$ cat src/rtl/rxring_pkg.sv
package rxring_pkg;

    typedef enum logic [2:0] {
        ST_IDLE,
        ST_RECV,
        ST_DISCARD,
        ST_PAD,
        ST_HDR
    } rx_state_e;

    localparam logic [7:0] STATUS_INTACT = 8'h01;
    localparam int         HDR_BYTES     = 4;

endpackage

$ cat src/rtl/rxring_ring_math.sv
module rxring_ring_math #(
    parameter int PAGE_W   = 8,
    parameter int MAX_STOP = 64
) (
    input  logic [PAGE_W-1:0] start_pg,
    input  logic [PAGE_W-1:0] stop_pg,
    input  logic [PAGE_W-1:0] curr_pg,
    input  logic [PAGE_W-1:0] bnry_pg,
    output logic              ring_ok,
    output logic [PAGE_W-1:0] curr_eff,
    output logic [PAGE_W-1:0] bnry_eff,
    output logic [PAGE_W-1:0] free_pages
);

    always_comb begin
        ring_ok = (stop_pg > start_pg) && (start_pg != '0) &&
                  (stop_pg <= PAGE_W'(MAX_STOP)) &&
                  (curr_pg >= start_pg) && (bnry_pg >= start_pg);
        curr_eff = (curr_pg >= stop_pg) ? start_pg : curr_pg;
        bnry_eff = (bnry_pg >= stop_pg) ? start_pg : bnry_pg;
        if (curr_eff == bnry_eff)
            free_pages = '0;
        else if (curr_eff > bnry_eff)
            free_pages = (stop_pg - curr_eff) + (bnry_eff - start_pg) - PAGE_W'(1);
        else
            free_pages = bnry_eff - curr_eff - PAGE_W'(1);
    end

endmodule

$ cat src/rtl/rxring_addr_filter.sv
module rxring_addr_filter #(
    parameter int MAC_BYTES = 6,
    localparam int IDX_W    = $clog2(MAC_BYTES)
) (
    input  logic                   clk,
    input  logic                   rst_n,
    input  logic                   first,
    input  logic                   step,
    input  logic [IDX_W-1:0]       idx,
    input  logic [7:0]             data,
    input  logic [8*MAC_BYTES-1:0] mac,
    output logic                   keep
);

    logic [7:0] mac_b [MAC_BYTES];
    logic       uni_ok, bc_ok, uni_in, bc_in, uni_hit, bc_hit;
    logic [7:0] want;

    for (genvar g = 0; g < MAC_BYTES; g++) begin : g_split
        assign mac_b[g] = mac[8*(MAC_BYTES-g)-1 -: 8];
    end

    always_comb begin
        want = 8'h00;
        for (int k = 0; k < MAC_BYTES; k++)
            if (idx == IDX_W'(k)) want = mac_b[k];
        uni_in  = first ? 1'b1 : uni_ok;
        bc_in   = first ? 1'b1 : bc_ok;
        uni_hit = uni_in && (data == want);
        bc_hit  = bc_in && (data == 8'hFF);
        keep    = uni_hit || bc_hit;
    end

    always_ff @(posedge clk or negedge rst_n) begin
        if (!rst_n) begin
            uni_ok <= 1'b0;
            bc_ok  <= 1'b0;
        end else if (step) begin
            uni_ok <= uni_hit;
            bc_ok  <= bc_hit;
        end
    end

endmodule

$ cat src/rtl/rxring_writer.sv
module rxring_writer
    import rxring_pkg::*;
#(
    parameter int PAGE_W     = 8,
    parameter int RAM_PAGES  = 64,
    parameter int PAGE_BYTES = 256,
    parameter int MAX_LEN    = 2048,
    parameter int RUNT_MAX   = 12,
    parameter int PAD_LEN    = 60,
    parameter int MAC_BYTES  = 6,
    localparam int PG_IDX_W  = $clog2(RAM_PAGES),
    localparam int OFF_W     = $clog2(PAGE_BYTES),
    localparam int ADDR_W    = PG_IDX_W + OFF_W,
    localparam int LEN_W     = $clog2(MAX_LEN + 1) + 1,
    localparam int MIDX_W    = $clog2(MAC_BYTES)
) (
    input  logic                   clk,
    input  logic                   rst_n,
    input  logic                   stopped,
    input  logic [PAGE_W-1:0]      ring_start,
    input  logic [PAGE_W-1:0]      ring_stop,
    input  logic [PAGE_W-1:0]      host_bnry,
    input  logic                   curr_load,
    input  logic [PAGE_W-1:0]      curr_load_val,
    input  logic [8*MAC_BYTES-1:0] station_mac,
    input  logic                   rx_irq_en,
    input  logic                   in_valid,
    input  logic                   in_sof,
    input  logic                   in_eof,
    input  logic [7:0]             in_data,
    output logic                   in_ready,
    output logic                   ram_we,
    output logic [ADDR_W-1:0]      ram_addr,
    output logic [7:0]             ram_wdata,
    output logic [PAGE_W-1:0]      curr_page,
    output logic                   rx_done,
    output logic                   rx_irq
);

    rx_state_e          state_q, state_d;
    logic [PAGE_W-1:0]  curr_q, wr_pg, pg_cnt;
    logic [PG_IDX_W-1:0] first_pg;
    logic [OFF_W:0]     pos;
    logic [LEN_W-1:0]   len_q, new_len;
    logic [1:0]         hdr_idx;
    logic               done_q, irq_q;

    logic               ring_ok, drop_rx, accept, keep, keep_byte, addr_phase;
    logic               crossing, over, store;
    logic [PAGE_W-1:0]  curr_eff, bnry_eff, free_pages, tgt_pg, wr_nxt;
    logic [OFF_W-1:0]   tgt_off;
    logic [15:0]        tot_len;
    logic [MIDX_W-1:0]  f_idx;

    function automatic logic [PAGE_W-1:0] next_pg(input logic [PAGE_W-1:0] p);
        return (p + PAGE_W'(1) >= ring_stop) ? ring_start : p + PAGE_W'(1);
    endfunction

    rxring_ring_math #(.PAGE_W(PAGE_W), .MAX_STOP(RAM_PAGES)) u_math (
        .start_pg(ring_start), .stop_pg(ring_stop), .curr_pg(curr_q), .bnry_pg(host_bnry),
        .ring_ok(ring_ok), .curr_eff(curr_eff), .bnry_eff(bnry_eff), .free_pages(free_pages)
    );

    assign addr_phase = (state_q == ST_IDLE && in_sof) ||
                        (state_q == ST_RECV && len_q < LEN_W'(MAC_BYTES));
    assign f_idx      = (state_q == ST_IDLE) ? '0 : len_q[MIDX_W-1:0];

    rxring_addr_filter #(.MAC_BYTES(MAC_BYTES)) u_filt (
        .clk(clk), .rst_n(rst_n), .first(state_q == ST_IDLE),
        .step(accept && addr_phase), .idx(f_idx), .data(in_data),
        .mac(station_mac), .keep(keep)
    );

    always_comb begin
        drop_rx   = stopped || !ring_ok;
        accept    = in_valid && in_ready;
        keep_byte = addr_phase ? keep : 1'b1;
        new_len   = (state_q == ST_IDLE) ? LEN_W'(1) : len_q + LEN_W'(1);
        over      = new_len > LEN_W'(MAX_LEN);
        crossing  = (state_q == ST_RECV) && (pos == (OFF_W+1)'(PAGE_BYTES));
        wr_nxt    = next_pg(wr_pg);
        tgt_pg    = crossing ? wr_nxt : ((state_q == ST_IDLE) ? curr_eff : wr_pg);
        tgt_off   = crossing ? '0 : ((state_q == ST_IDLE) ? OFF_W'(HDR_BYTES) : pos[OFF_W-1:0]);
        tot_len   = 16'(len_q) + 16'(HDR_BYTES);
        store     = accept && keep_byte && !over &&
                    ((state_q == ST_RECV) || (in_sof && !drop_rx));
    end

    // next-state logic
    always_comb begin
        state_d = state_q;
        unique case (state_q)
            ST_IDLE: if (accept && in_sof) begin
                if (drop_rx || !keep) state_d = in_eof ? ST_IDLE : ST_DISCARD;
                else if (in_eof)      state_d = ST_IDLE;
                else                  state_d = ST_RECV;
            end
            ST_RECV: if (accept) begin
                if (!keep_byte || over)               state_d = in_eof ? ST_IDLE : ST_DISCARD;
                else if (in_eof && new_len <= LEN_W'(RUNT_MAX)) state_d = ST_IDLE;
                else if (in_eof && new_len < LEN_W'(PAD_LEN))   state_d = ST_PAD;
                else if (in_eof)                      state_d = ST_HDR;
            end
            ST_DISCARD: if (accept && in_eof) state_d = ST_IDLE;
            ST_PAD:     if (len_q + LEN_W'(1) == LEN_W'(PAD_LEN)) state_d = ST_HDR;
            ST_HDR:     if (hdr_idx == 2'd3) state_d = ST_IDLE;
            default:    state_d = ST_IDLE;
        endcase
    end

    // state register and datapath
    always_ff @(posedge clk or negedge rst_n) begin
        if (!rst_n) begin
            state_q  <= ST_IDLE;
            curr_q   <= '0;
            first_pg <= '0;
            wr_pg    <= '0;
            pos      <= '0;
            pg_cnt   <= '0;
            len_q    <= '0;
            hdr_idx  <= '0;
            done_q   <= 1'b0;
            irq_q    <= 1'b0;
        end else begin
            state_q <= state_d;
            done_q  <= (state_q == ST_HDR) && (hdr_idx == 2'd3);
            irq_q   <= (state_q == ST_HDR) && (hdr_idx == 2'd3) && rx_irq_en;
            if (curr_load) curr_q <= curr_load_val;
            if (store && state_q == ST_IDLE) begin
                first_pg <= curr_eff[PG_IDX_W-1:0];
                wr_pg    <= curr_eff;
                pos      <= (OFF_W+1)'(HDR_BYTES + 1);
                pg_cnt   <= PAGE_W'(1);
                len_q    <= LEN_W'(1);
            end else if (store) begin
                len_q <= new_len;
                if (crossing) begin
                    wr_pg  <= wr_nxt;
                    pos    <= (OFF_W+1)'(1);
                    pg_cnt <= pg_cnt + PAGE_W'(1);
                end else begin
                    pos <= pos + (OFF_W+1)'(1);
                end
            end
            if (state_q == ST_PAD) begin
                pos   <= pos + (OFF_W+1)'(1);
                len_q <= len_q + LEN_W'(1);
            end
            if (state_q == ST_HDR) begin
                hdr_idx <= hdr_idx + 2'd1;
                if (hdr_idx == 2'd3) curr_q <= wr_nxt;
            end
        end
    end

    // outputs
    always_comb begin
        in_ready  = 1'b0;
        ram_we    = 1'b0;
        ram_addr  = {tgt_pg[PG_IDX_W-1:0], tgt_off};
        ram_wdata = in_data;
        unique case (state_q)
            ST_IDLE: begin
                in_ready = drop_rx || (free_pages != '0);
                ram_we   = store;
            end
            ST_RECV: begin
                in_ready = !crossing || (free_pages > pg_cnt) || (len_q >= LEN_W'(MAX_LEN));
                ram_we   = store;
            end
            ST_DISCARD: in_ready = 1'b1;
            ST_PAD: begin
                ram_we    = 1'b1;
                ram_addr  = {wr_pg[PG_IDX_W-1:0], pos[OFF_W-1:0]};
                ram_wdata = 8'h00;
            end
            ST_HDR: begin
                ram_we   = 1'b1;
                ram_addr = {first_pg, OFF_W'(hdr_idx)};
                case (hdr_idx)
                    2'd0:    ram_wdata = STATUS_INTACT;
                    2'd1:    ram_wdata = 8'(wr_nxt);
                    2'd2:    ram_wdata = tot_len[7:0];
                    default: ram_wdata = tot_len[15:8];
                endcase
            end
            default: ;
        endcase
    end

    assign curr_page = curr_q;
    assign rx_done   = done_q;
    assign rx_irq    = irq_q;

endmodule

$ cat config.mk
export PLATFORM = sky130hd
export DESIGN_NAME = rxring_writer
export DESIGN_NICKNAME = d
export VERILOG_FILES = /design/src/rtl/rxring_pkg.sv /design/src/rtl/rxring_ring_math.sv /design/src/rtl/rxring_addr_filter.sv /design/src/rtl/rxring_writer.sv
export SDC_FILE = /design/constraint.sdc
export NUM_CORES = 1
export LEC_CHECK = 0
export BUFFER_PORTS_ARGS = -buffer_cell sky130_fd_sc_hd__buf_4
export CORE_MARGIN = 4
export CORE_UTILIZATION = 40
export DETAILED_ROUTE_END_ITERATION = 12
export SKIP_LAST_GASP = 1
export SLEW_MARGIN = 30
export SYNTH_ARGS = -nofsm -noshare
export SYNTH_HDL_FRONTEND = slang
export SYNTH_SLANG_ARGS = --single-unit
$ cat constraint.sdc
create_clock -name clk -period 9.3 [get_ports clk]
set_clock_uncertainty 0.1 [all_clocks]
set_input_delay 1.395 -clock clk [delete_from_list [all_inputs] [get_ports clk]]
set_output_delay 1.395 -clock clk [all_outputs]
set_load 0.05 [all_outputs]
==> results of run 1 <==
worst register-to-register path: cells and delay by family (launching register included):
family,cells,cell delay (ps)
buf+inv,5,790
flops,1,400
compound gates,15,2660
fa+ha+maj,6,2100
simple gates,7,950
xor+xnor,2,320
synthesized netlist by cell type, types with 19 or more instances:
cell and n:
sky130_fd_sc_hd__xnor2_1 26, sky130_fd_sc_hd__a21oi_1 73, sky130_fd_sc_hd__inv_1 69, sky130_fd_sc_hd__nand2_1 99, sky130_fd_sc_hd__ha_1 85, sky130_fd_sc_hd__dfrtp_1 61
sky130_fd_sc_hd__mux2i_1 19, sky130_fd_sc_hd__nor2_1 90, sky130_fd_sc_hd__o21ai_0 81, sky130_fd_sc_hd__a21o_1 30, sky130_fd_sc_hd__clkbuf_1 35, sky130_fd_sc_hd__nand3_1 42
sky130_fd_sc_hd__nor3_1 24
sequential cells by signal, summed over array words and instances, names as in the netlist, 2 cells and up:
| signal | cells |
|---|---|
| curr_page | 8 |
| first_pg | 6 |
| hdr_idx | 2 |
| len_q | 13 |
| pg_cnt | 8 |
| pos | 9 |
| state_q | 3 |
| wr_pg | 8 |
metrics by stage:
stage	utilization (%)	setup WS [ps]	power (mW)
finish	48.4	433	2.74
global placement	46.6	379	2.32
CTS	48.2	218	2.71
global route	48.4	4.76	2.96
detailed placement	46.7	265	2.32
floorplan	-	365	1.80
logic make-up (layout without fill, tap and decap cells):
| kind of cell | Yosys count | in the layout | share of synthesized area [%] |
|---|---|---|---|
| muxes | 33 | 33 | 4.28 |
| DFF | 61 | 61 | 18.2 |
| buffers and inverters | 130 | 230 | 6.66 |
| xor gates and xnor gates | 39 | 39 | 4.07 |
| AOI/OAI and AO/OA | 347 | 347 | 28.6 |
| and+or+nand+nor | 377 | 377 | 22.2 |
| adders and majority gates | 99 | 99 | 16.0 |
layer usage:
| layer | share of wire [%] | global-route usage, % |
|---|---|---|
| met1 | 46 | 36.3 |
| met2 | 45 | 38.4 |
| met3 | 6.6 | 4.01 |
| met4 | 1.7 | 6.53 |
| met5 | 0 | 0 |
power breakdown:
part / internal (mW) / switching [mW] / total, mW / leakage, nW
registers: 0.330 / 0.123 / 0.453 / 0.795
clock network: 0.236 / 0.134 / 0.370 / 0.156
logic: 0.730 / 1.19 / 1.92 / 3.56
total: 1.30 / 1.45 / 2.74 / 4.51
final cells by class:
type / instances / area (um^2) / area share (%)
inverter: 70 / 263 / 2.66
tap: 270 / 338 / 3.42
clock inverter: 7 / 98.8 / 0.999
sequential: 61 / 1530 / 15.4
multi-input combinational: 895 / 6350 / 64.3
timing repair buffer: 144 / 1080 / 11.0
clock buffer: 9 / 225 / 2.28
worst min path at each step:
| stage | start | to | cells past startpoint |
|---|---|---|---|
| floorplan | first_pg[0] | first_pg[0] | 2 |
| global placement | first_pg[2] | first_pg[2] | 2 |
| detailed placement | first_pg[3] | first_pg[3] | 2 |
| CTS | first_pg[1] | first_pg[1] | 2 |
| global route | u_filt.bc_ok | u_filt.bc_ok | 1 |
| finish | first_pg[1] | first_pg[1] | 2 |
==> results list, run 1 <==
* Outcome: complete, no violations
- Worst setup path startpoint: ring_stop[0]
- Static timing analysis puts the maximum clock frequency at 113 MHz.
- The worst setup path is of the in -> out kind.
* Max Slew Vio Count: 0
* Number of warning messages in the yosys log: 0
- Commonest non-fill, non-tap cell in the layout: sky130_fd_sc_hd__buf_4
- The top cell type by area accounts for 18.2% of the synthesized area.
* Starting utilization of the core area: 41.1%
* Number of nets with antenna violations after routing: 0
- Worst hold slack after final layout: 391 ps
* Number of buffers on the longest clock path: 2
* Number of endpoints with negative hold slack in the final report: 0
- Type of destination of the critical path: primary output
- Distinct cells, synth: 92
- Die span in x: 153 um
- For this design, the sink count on the clock tree is 61.
- Detail Placement HPWL: 23,800 um
* Post-layout instance area: 9890 um^2
- Routed length per placed instance: 20.5 um
- Top library cells by usage in the layout, fill and taps aside: sky130_fd_sc_hd__buf_4 (143), sky130_fd_sc_hd__nand2_1 (99), sky130_fd_sc_hd__nor2_1 (89), sky130_fd_sc_hd__ha_1 (85), sky130_fd_sc_hd__o21ai_0 (81)
- Fill cell count: 2,077
* Gr ovfl total: 0
- Post-Place Cells: 1,440
* Top cell type by total area after synthesis: sky130_fd_sc_hd__dfrtp_1
* RSZ-0062 raised after global routing: false
* Mean number of vias per cell: 5.98
- Critical path's top delay family: compound AO/OA/AOI/OAI gates
- The routed design could run at a clock period as short as 8870 ps.
* Count of inserted antenna diode cells: 0
- Number of DRC markers after the initial detailed-route iteration: 705
* Synthesized Nets: 1,281
* Number of standard cells in the layout, taps in and fillers out: 1,456
- The endpoint identified for the worst register-to-register timing path is len_q[4].
- Arrival time worst endpoint: 7370 ps
* Clock root cell: sky130_fd_sc_hd__clkbuf_16
- CTS H-Tree Depth: 3
- Summing over every cut layer, the via total after detailed routing is 8,705.
- For this run, the slowest stage of the critical path takes 510 ps.
* Buffering stage count on the worst path with inverters included: 5
- The via count of the first global-routing pass is 8,360.
- The mapped netlist covers 8400 um^2.
- The number of setup buffers added after CTS is 0.
- In this run the number of cells on the critical path is 31.
* Maximum number of pins on one net before global-route repair: 62
* Slowest library cell on the worst path: sky130_fd_sc_hd__fa_1
- Input and output buffers added on the ports amount to 129.
* Wire length of the first global-routing pass: 47,200 um
- Total Die Area: 23,400 um^2
- Setup slack on the worst reg-to-reg path comes out at 1860 ps.
- Largest vdd supply drop: 0.303 mV
- Worst Tran Pin Value: 925 ps
* Capturing instance or port of the critical path: in_ready
* Number of violations of the max-capacitance limit: 0
* Relative area change from synthesis to final layout: 17.8%
* Combined global-route utilization of all metal layers: 24.9%
- Worst-Skew Late Latency: 340 ps
- Routability congestion estimate from global placement: 0.937
- In the post-synthesis netlist, the biggest area contributors are sky130_fd_sc_hd__dfrtp_1 (18%), sky130_fd_sc_hd__ha_1 (13%), sky130_fd_sc_hd__o21ai_0 (4.8%).
- Sum of negative setup slack: 0 ps
- After the last flow step, the layout net total stands at 1,376.
- Sort of element at the start of the critical path: primary input
* Core ar.: 20,400 um^2
- Clock slew at the register clock pins of the worst setup and hold paths: 60 ps
- Each instance of the synthesized netlist takes up on average 7.73 um^2.
- After detailed routing, the total wire length is 29,900 um.
- Of the cells placed in the final design, the portion with a size suffix greater than 1 is 18.1%.
- In the synthesized netlist the dominant register cell turns out to be sky130_fd_sc_hd__dfrtp_1.
* Leakage component of the power: 4.51 nW
- I/O pin total: 130
* Worst slew margin relative to its limit: 38.3%
- The floorplan step set the die height to 153 um.
* Proportion of synthesized flip-flops having asynchronous set or reset: 100%
* Post-synthesis sequential area ratio: 18.2%
- TritonCTS built the clock tree.
- The startpoint identified for the worst register-to-register timing path is curr_page[0].
- Critical path data required time: 7810 ps
* Instance count of the mapped netlist: 1,086
* Post-Place Cell Area: 9530 um^2
- Antenna violations before repair: 0
* # setup viols final: 0
- Post-synth EDFFs: 0
* Post-route DRC violation count: 0
* Worst reg-to-reg path cell count: 35
* Number of clock buffers inserted by TritonCTS: 9
- In this run, synthesis produced a sequential element count of 61.
* DRT Pass-1 Iters: 5
- For this design the ratio of total power to cell area is 278 nW/um^2.
* Rows: 52
* Period Utilization, post-route: 95.3%
- Crit-path max FO: 9
- In this run, post-CTS hold repair placed 0 buffers.
- Type of the most critical hold path: reg -> reg
- Post-CTS repair changed the size of 0 cells.
Power figures use the tool's default switching activity.
==> run 2, diff against run 1 <==
Settings changed: BUFFER_PORTS_ARGS -buffer_cell sky130_fd_sc_hd__buf_4 to -buffer_cell sky130_fd_sc_hd__buf_2.
==> results list, run 2 (same netlist as run 1, synthesis figures left out) <==
* Outcome: complete, no violations
- Startpoint of the worst hold path: u_filt.bc_ok
- After clock tree synthesis, the flow added hold-fix buffers numbering 0.
- Worst reg-to-reg setup slack: 1730 ps
* Maximum clock frequency: 112 MHz
- After clock tree synthesis, the clock-pin slew on the worst setup and hold paths is 60 ps.
* Rows: 52
- Ratio of cells with drive above 1 in the final layout: 18.4%
- The library cell used most frequently in the layout, excluding fill and tap cells, is sky130_fd_sc_hd__buf_2.
* Worst reg-to-reg path cell count: 34
- Power per unit of standard cell area: 278 nW/um^2
* CTS H-Tree Depth: 3
* Sort of element at the start of the critical path: primary input
* Largest vdd supply drop: 0.219 mV
* Maximum number of pins on one net before global-route repair: 62
- Once detailed placement completed, the half-perimeter wirelength came to 23,600 um.
* Mean number of vias per cell: 5.98
- In the final layout, the registers with the most flip-flops are len_q x13, pos x9.
- Number of flip-flops under the largest register name: 13
- At the pin with the least slew margin, the transition time is 967 ps.
- In this run the worst path has a maximum fanout of 20.
- Starting utilization of the core area: 41.1%
- For this run, the detailed router's first-pass iteration total came to 6.
- Layout net count: 1,382
- Largest register by flop count: len_q
* # setup viols final: 0
* I/O pin total: 130
- Measured along the y axis, the die boundary spans 153 um.
- After detailed routing, the total wire length is 29,800 um.
* Arrival time worst endpoint: 7430 ps
* Vias in the first global route: 8,234
- The worst setup path is captured at a primary output.
- Port buffering added 129 buffers.
- Count of inserted antenna diode cells: 0
* Max Slew Vio Count: 0
- At the placement stage, the worst setup path has a slack of 176 ps.
- Top library cells by usage in the layout, fill and taps aside: sky130_fd_sc_hd__buf_2 (128), sky130_fd_sc_hd__nand2_1 (99), sky130_fd_sc_hd__nor2_1 (90), sky130_fd_sc_hd__ha_1 (85), sky130_fd_sc_hd__o21ai_0 (79)
* RSZ-0062 raised after global routing: false
- Setup total negative slack on the finished layout was measured at 0 ps.
- Summed over all layers, the global routing overflow is 0.
* Min cycle time layout: 8920 ps
- Number of violations of the max-capacitance limit: 0
* Clk sinks: 61
- Routed length per placed instance: 20.4 um
- Relative area change from synthesis to final layout: 13.8%
* Slowest library cell on the worst path: sky130_fd_sc_hd__fa_1
- Critical path class: in -> out
- Worst slew margin relative to its limit: 35.5%
- The number of antenna violations at the first check in global routing was 0.
- Number of buffers on the longest clock path: 2
- In this run the critical register-to-register path is launched from curr_page[0].
- Vias post-DR: 8,740
- The first global-routing pass estimated 46,500 um of wire.
- WHS Path Cells: 1
* Worst-Skew Late Latency: 340 ps
* Number of nets with antenna violations after routing: 0
- Among the stages of the critical path, the cell type that occurs most often is sky130_fd_sc_hd__nor2_1.
- Post-route DRC violation count: 0
- Period Utilization, post-route: 95.9%
- Routability congestion estimate from global placement: 0.961
- Type of the most critical hold path: reg -> reg
- Clock root cell: sky130_fd_sc_hd__clkbuf_16
- After filler insertion, the fill cell instance count of the layout stands at 2,118.
- Global routing used 24.6% of the available tracks across all layers.
* Least setup slack across all paths after layout: 379 ps
* Hold endpoint: u_filt.bc_ok
- RR Endpoint: len_q[5]
- The floorplan step defined a die boundary enclosing 23,400 um^2.
- Number of clock buffers inserted by TritonCTS: 9
- STA puts the critical path data required time at 7810 ps.
- For this run, the slowest stage of the critical path takes 460 ps.
* Leakage component of the power: 4.41 nW
- TritonCTS built the clock tree.
- Die span in x: 153 um
- Core ar.: 20,400 um^2
- Number of endpoints with negative hold slack in the final report: 0
- Number of DRC markers after the initial detailed-route iteration: 780
-- run 2: critical path: cells and delay by family --
kind                       cells  cell delay, ps
buffers and inverters          5             930
and+or+nand+nor                5             430
AOI/OAI and AO/OA             13            2400
xor gates and xnor gates       2             360
adders and majority gates      5            1890
-- run 2: worst max-delay path by stage --
stage | startpoint | endpoint | slack [ps] | cells after the start
after floorplan | ring_stop[0] | ram_we | 360 | 29
after global placement | ring_stop[6] | in_ready | 350 | 32
after detailed placement | ring_stop[6] | in_ready | 180 | 32
after CTS | ring_stop[6] | in_ready | 130 | 32
after global routing | ring_stop[0] | ram_we | 0.8 | 30
final | ring_stop[6] | ram_we | 380 | 30
-- run 2: area by class of cell --
cell class	count	area [um^2]	share of cell area [%]
clock buffers	9	225	2.36
clock inverters	7	52.6	0.550
inverters	70	263	2.75
multi-input cells	895	6350	66.4
flip-flops and latches	61	1530	16.0
well taps	270	338	3.53
repair buffers	150	810	8.47
-- run 2: routing by layer --
metal  part of all wire (%)  GRT usage, %  vias up
met4                    2.5          7.85        0
li1                       -             -     4178
met5                      0             0        -
met2                     45          37.8      320
met3                    6.5          3.53       50
met1                     46          35.7     4192
-- run 2: per-stage QoR --
step	instance area, um^2	instances	utilization (%)	hold WS (ps)	power (mW)
after global routing	9560	1462	46.8	404	2.87
after floorplan	8400	1086	-	350	1.80
after detailed placement	9240	1445	45.2	376	2.28
final	9560	1462	46.8	392	2.65
after global placement	9240	1445	45.2	367	2.27
after CTS	9520	1461	46.6	390	2.61
-- run 2: report_power, final --
part / total, mW / internal [mW] / switching [mW] / leakage, nW
sequential: 0.438 / 0.330 / 0.108 / 0.795
clock: 0.315 / 0.180 / 0.135 / 0.124
combinational: 1.90 / 0.701 / 1.20 / 3.49
-- run 2: timing repair --
| action | in CTS | in global routing |
|---|---|---|
| buffers inserted | 0 | 1 |
| gates resized for setup | 0 | 10 |
| setup endpoints to repair | 0 | 2 |
